$ cat src/rtl/frontend_loss_table.sv
module frontend_loss_table #(
  parameter int ROWS = 8,
  parameter int ROBW = 6,
  parameter int CW   = 16
) (
  input  logic            clk,
  input  logic            rst_n,
  input  logic            br_fetch,
  input  logic            br_disp,
  input  logic [ROBW-1:0] disp_rob,
  input  logic            br_res,
  input  logic [ROBW-1:0] res_rob,
  input  logic            res_mis,
  input  logic            br_retire,
  input  logic [1:0]      fstall,
  input  logic            rob_full,
  input  logic            rob_enter,
  output logic            tbl_full,
  output logic            side_vld,
  output logic [CW-1:0]   l1i_add,
  output logic [CW-1:0]   l2i_add,
  output logic [CW-1:0]   itlb_add,
  output logic            brp_vld,
  output logic [CW-1:0]   brp_add,
  output logic            brp_inc
);
  localparam int PW   = $clog2(ROWS);
  localparam int CNTW = PW + 1;

  logic [ROBW-1:0] rid [ROWS];
  logic [CW-1:0]   c1 [ROWS];
  logic [CW-1:0]   c2 [ROWS];
  logic [CW-1:0]   ct [ROWS];
  logic [CW-1:0]   bp [ROWS];
  logic [ROWS-1:0] mp;

  logic [PW-1:0]   hd, tl, fp, hoff, hidx;
  logic [CNTW-1:0] nf, nd;
  logic            drn, found;

  logic [ROWS-1:0] zap, kill, acc, wid, live;

  assign tbl_full = (nf == CNTW'(ROWS));
  wire do_ret   = br_retire & (nd != '0);
  wire mis_hit  = br_res & res_mis & found & ~(do_ret & (hoff == '0));
  wire do_fetch = br_fetch & ~tbl_full & ~mis_hit;
  wire do_disp  = br_disp & (nd < nf) & ~mis_hit;
  assign hidx    = hd + hoff;
  assign brp_inc = drn & ~rob_enter;

  always_comb begin
    found = 1'b0;
    hoff  = '0;
    for (int k = 0; k < ROWS; k++)
      if (!found && CNTW'(k) < nd && rid[hd + PW'(k)] == res_rob) begin
        found = 1'b1;
        hoff  = PW'(k);
      end
  end

  always_comb
    for (int i = 0; i < ROWS; i++) begin
      zap[i]  = do_fetch && PW'(i) == fp + PW'(1);
      kill[i] = mis_hit && PW'(i) == hidx;
      acc[i]  = PW'(i) == fp;
      wid[i]  = do_disp && PW'(i) == tl + PW'(1);
      live[i] = {1'b0, PW'(PW'(i) - hd)} < nd;
    end

  always_ff @(posedge clk or negedge rst_n)
    if (!rst_n) begin
      for (int i = 0; i < ROWS; i++) begin
        rid[i] <= '0;
        c1[i]  <= '0;
        c2[i]  <= '0;
        ct[i]  <= '0;
        bp[i]  <= '0;
      end
      mp <= '0;
    end else begin
      for (int i = 0; i < ROWS; i++) begin
        if (zap[i]) begin
          c1[i] <= '0;
          c2[i] <= '0;
          ct[i] <= '0;
          bp[i] <= '0;
          mp[i] <= 1'b0;
        end else begin
          if (kill[i]) begin
            mp[i] <= 1'b1;
            c1[i] <= '0;
            c2[i] <= '0;
            ct[i] <= '0;
          end else if (acc[i]) begin
            case (fstall)
              2'b01:   c1[i] <= c1[i] + 1'b1;
              2'b10:   c2[i] <= c2[i] + 1'b1;
              2'b11:   ct[i] <= ct[i] + 1'b1;
              default: ;
            endcase
          end
          if (wid[i]) rid[i] <= disp_rob;
          if (live[i] && !rob_full) bp[i] <= bp[i] + 1'b1;
        end
      end
    end

  always_ff @(posedge clk or negedge rst_n)
    if (!rst_n) begin
      hd <= '0;
      tl <= PW'(ROWS - 1);
      fp <= PW'(ROWS - 1);
      nf <= '0;
      nd <= '0;
    end else begin
      hd <= hd + PW'(do_ret);
      if (mis_hit) begin
        tl <= hidx;
        fp <= hidx;
        nf <= CNTW'(hoff) + CNTW'(1) - CNTW'(do_ret);
        nd <= CNTW'(hoff) + CNTW'(1) - CNTW'(do_ret);
      end else begin
        tl <= tl + PW'(do_disp);
        fp <= fp + PW'(do_fetch);
        nf <= nf + CNTW'(do_fetch) - CNTW'(do_ret);
        nd <= nd + CNTW'(do_disp) - CNTW'(do_ret);
      end
    end

  always_ff @(posedge clk or negedge rst_n)
    if (!rst_n) begin
      side_vld <= 1'b0;
      brp_vld  <= 1'b0;
      l1i_add  <= '0;
      l2i_add  <= '0;
      itlb_add <= '0;
      brp_add  <= '0;
      drn      <= 1'b0;
    end else begin
      side_vld <= do_ret;
      brp_vld  <= do_ret & mp[hd];
      l1i_add  <= do_ret ? c1[hd] : '0;
      l2i_add  <= do_ret ? c2[hd] : '0;
      itlb_add <= do_ret ? ct[hd] : '0;
      brp_add  <= (do_ret & mp[hd]) ? bp[hd] : '0;
      if (do_ret && mp[hd]) drn <= 1'b1;
      else if (rob_enter)   drn <= 1'b0;
    end
endmodule

$ cat config.mk
export PLATFORM = sky130hd
export DESIGN_NAME = frontend_loss_table
export DESIGN_NICKNAME = d
export VERILOG_FILES = /design/src/rtl/frontend_loss_table.sv
export SDC_FILE = /design/constraint.sdc
export NUM_CORES = 2
export LEC_CHECK = 0
export BUFFER_PORTS_ARGS = -buffer_cell sky130_fd_sc_hd__clkbuf_2
export CAP_MARGIN = 10
export CELL_PAD_IN_SITES_DETAIL_PLACEMENT = 0
export CELL_PAD_IN_SITES_GLOBAL_PLACEMENT = 1
export CORE_ASPECT_RATIO = 1.2
export CORE_MARGIN = 8
export CORE_UTILIZATION = 51
export DETAILED_ROUTE_END_ITERATION = 12
export GPL_ROUTABILITY_DRIVEN = 0
export PLACE_DENSITY = 0.83
export SETUP_SLACK_MARGIN = 0.15
export SLEW_MARGIN = 20
export SYNTH_ARGS = -nofsm -noshare
export SYNTH_HDL_FRONTEND = slang
export SYNTH_SLANG_ARGS = --single-unit
$ cat constraint.sdc
create_clock -name clk -period 6.43 [get_ports clk]
set_input_delay 0.3215 -clock clk [delete_from_list [all_inputs] [get_ports clk]]
set_output_delay 0.3215 -clock clk [all_outputs]
set_load 0.1 [all_outputs]
==> impl_results.md <==
* Status: completed
* DR vias/cell at 5.92
* Max cap viols at 0
* Routing usage on met2 at 38.5%
* Hold WC Path Type: in2reg
* Hold Vio Cnt, Final at 0
* Slowest-stage cell, CP: nor4_1
* FF-to-FF path depth at 18
* Register area share after synthesis at 44.0%
* Pin count of the biggest net entering global routing at 167
* Setup TNS at 0 ns
* Max-slew violations at 0
* Hold path depth at 2
* Post-route setup slack at 0.740 ns
* Yosys cell types at 66
* Dpl ws at 0.823 ns
* Root Buffer: clkbuf_16
* Synth Area in XOR/XNOR at 12.8%
* RSZ-0062 raised after global routing: false
* Antenna violations before repair at 0
* Complex-gate fraction of the synthesized area at under 10%
* IO Pins at 91
* Crit path DAT at 6.16 ns
* Synth Area in Adders at 2.59%
* First-pass GRT wire length at 156000 um
* GRT busiest layer: met2
* Drt first-iter violations at between 2000 and 2500
* Fin crit period at 5.69 ns
* Synthesized area per cell at around 10 um2
* Tot GR Track Use at 23.6%
* Worst setup EP type: flip-flop
* Die Ht at between 300 and 400 um
* Total die area at 81700 um2
* Clk_skew at about 0.023 ns
* Clk buf depth at 3
* Most common cell in the synthesized netlist: dfrtp_1
* HPWL Detailed at about 66000 um
* Fin nets at 3671
* DRC violations left at 0
* Met3 Track Usage GR at 3.47%
* CP Max Fanout at 106
* CP max stage delay at 0.72 ns
* Max Fclk at 0.176 GHz
* Seq cells post-synth at 652
* Maximum VDD drop at 0.000352 V
* Total Wirelength at 96900 um
* Worst setup path start: hd[1]$_DFF_PN0_
* PostCTS Resize Cnt at 0
* Vias in the first global route at 27557
* Core Footprint at 72200 um2
* R2r startpoint: hd[1]$_DFF_PN0_
* Largest family of logic cells by synthesized area: simple AND/OR/NAND/NOR gates
* Area leader, netlist: dfrtp_1
* Overflow left after global routing at 0
* Final period util at 88.5%
* Post-Syn Instances at between 3000 and 4000
* Async SR Flop Fraction at 100%
* Area grow syn2layout at 10.4%
* Total CTS buffers at 70
* Leak at 17.9 nW
* Pwr/cell area at 397 nW/um2
* Final Cell Area at roughly 41000 um2
* Clk slew on worst S/H paths at 0.06 ns
* Met1 GRT Util at 31.9%
* Worst-Skew Late Latency at 0.62 ns
* DR pass1 iterations at 5
* Wire per inst at approximately 21 um
* Synth Flop Type: dfrtp_1
* Syn_nets at 3651
* Final core utilization at between 50 and 60%
* Post-Synth Simple-Gate Area at a little under 20%
* Die X at 262 um
* # port buffers at 90
* Vias at 27013
* Measured slew at the worst slew-check pin at 1.04 ns
* Min-delay src: disp_rob[3]
* Fillers at 6276
* Mux cell area share after synthesis at 15.0%
* Rows at 108
* Critical path type: reg2reg
* Clock sinks at 652
* Kind of start point of the critical path: flip-flop
* Worst-path cell chain: buf_12 -> mux2i_1 -> mux4_2 -> xor2_1 -> nand4_1 -> nor4_1 -> o22ai_1 -> nand2_1 -> a21oi_1 -> a41o_1 -> ha_1 -> fa_1 -> xor2_1 -> nor2_1 -> nand4_1 -> a21oi_4 -> buf_4 -> nor3_1
* Share of cells above drive strength 1 at between 10% and 20%
* Synth area leaders: dfrtp_1 44%, mux4_2 8.7%, xor2_1 7.1%
* Htree depth at 3
* Dpl cell area at 38500 um2
* Area share of the largest cell type after synthesis at between 40% and 50%
* Relative slew slack at 29.9%
* Synth top cells by count: 646 x dfrtp_1, 408 x nor3_1, 312 x nor2_1, 300 x xor2_1, 295 x nand2_1
* Cell area after synthesis at 37100 um2
* Post-synth EDFFs at 0
* Critical Path RT at approximately 6.9 ns
* Ant diodes at 0
* Post-DRT Antenna Nets at 0
* Synth warn at 0
* Number of setup violations in the final report at 0
* Starting Density at 51.4%
* TritonCTS clock tree: built
[layout by cell type, fill, tap and decap left out, types with 67 or more instances in the layout]
cell       instances
dfrtp_1          643
clkbuf_2          89
nand3_1          164
nand2_1          295
and3_1            88
a21oi_1           67
nor3_1           408
nor2_1           310
ha_1              72
clkbuf_16         73
xnor2_1          242
nand4_1          107
mux4_2           143
xor2_1           300
mux2i_1          139
[kinds of logic after synthesis]
logic type,Yosys count
and+or+nand+nor,1498
DFF,652
muxes,353
xor gates and xnor gates,543
adders and majority gates,75
buffers and inverters,250
AOI/OAI and AO/OA,182
[path summary, 6_finish.rpt]
kind                       slack [ns]                   to
max                              0.74   ct[59]$_DFFE_PN0P_
min                              0.07   rid[9]$_DFFE_PN0P_
max reg2reg                      0.74   ct[59]$_DFFE_PN0P_
min reg2reg                      0.49    mp[2]$_DFFE_PN0N_
max in group asynchronous        4.63   ct[86]$_DFFE_PN0P_
min in group asynchronous        0.38  rid[44]$_DFFE_PN0P_
[final cells by class]
| class | instances | area (um2) | share of cell area [%] |
|---|---|---|---|
| inverters | 63 | 238 | 0.580 |
| repair buffers | 135 | 963 | 2.35 |
| flip-flops and latches | 652 | 16300 | 39.9 |
| well taps | 935 | 1170 | 2.86 |
| multi-input cells | 2651 | 19800 | 48.4 |
| clock buffers | 94 | 2020 | 4.92 |
| clock inverters | 32 | 413 | 1.01 |
[stage by stage]
stage	total power, mW	std cells	hold WS [ns]
global route	17.1	4562	0.0662
finish	16.3	4562	0.0745
floorplan	10.2	3553	0.0259
CTS	16.4	4562	0.0449
detailed placement	12.0	4435	0.456
global placement	11.9	4435	0.450
[flip-flops by register name (all words and copies together), names as in the netlist]
register and count:
bp 128, brp_add 16, brp_vld 1, c1 128
c2 128, ct 128, drn 1, fp 3
hd 3, itlb_add 16, l1i_add 16, l2i_add 16
mp 8, nd 4, nf 4, rid 48
side_vld 1, tl 3
[critical path: cells and delay by family, from the launching register on]
kind	cells	cell delay [ns]
multiplexers	2	0.70
adder cells (fa/ha/maj)	2	0.61
AND/OR/NAND/NOR	6	1.54
XOR/XNOR	2	0.53
buffers and inverters	2	1.01
flip-flops	1	0.43
AO/OA/AOI/OAI	4	0.65
[per-layer routing]
layer,wire length (um),share of wire [%],vias up
met1,42200,44,13598
met5,0,0,-
li1,-,-,12591
met2,46600,48,655
met4,3140,3.2,0
met3,4940,5.1,169
[power breakdown]
part	leakage [nW]	internal (mW)	total, mW	switching (mW)
Clock	1.19	2.54	4.29	1.75
Sequential	8.89	4.62	5.34	0.723
Combinational	7.80	2.79	6.63	3.84
Total	17.9	9.95	16.3	6.31
[repair_timing]
| action | CTS | global route |
|---|---|---|
| buffers inserted | 0 | 0 |
| hold endpoints to repair | 97 | 0 |
| hold buffers | 1 | 0 |
(Power assumes the default switching activity.)
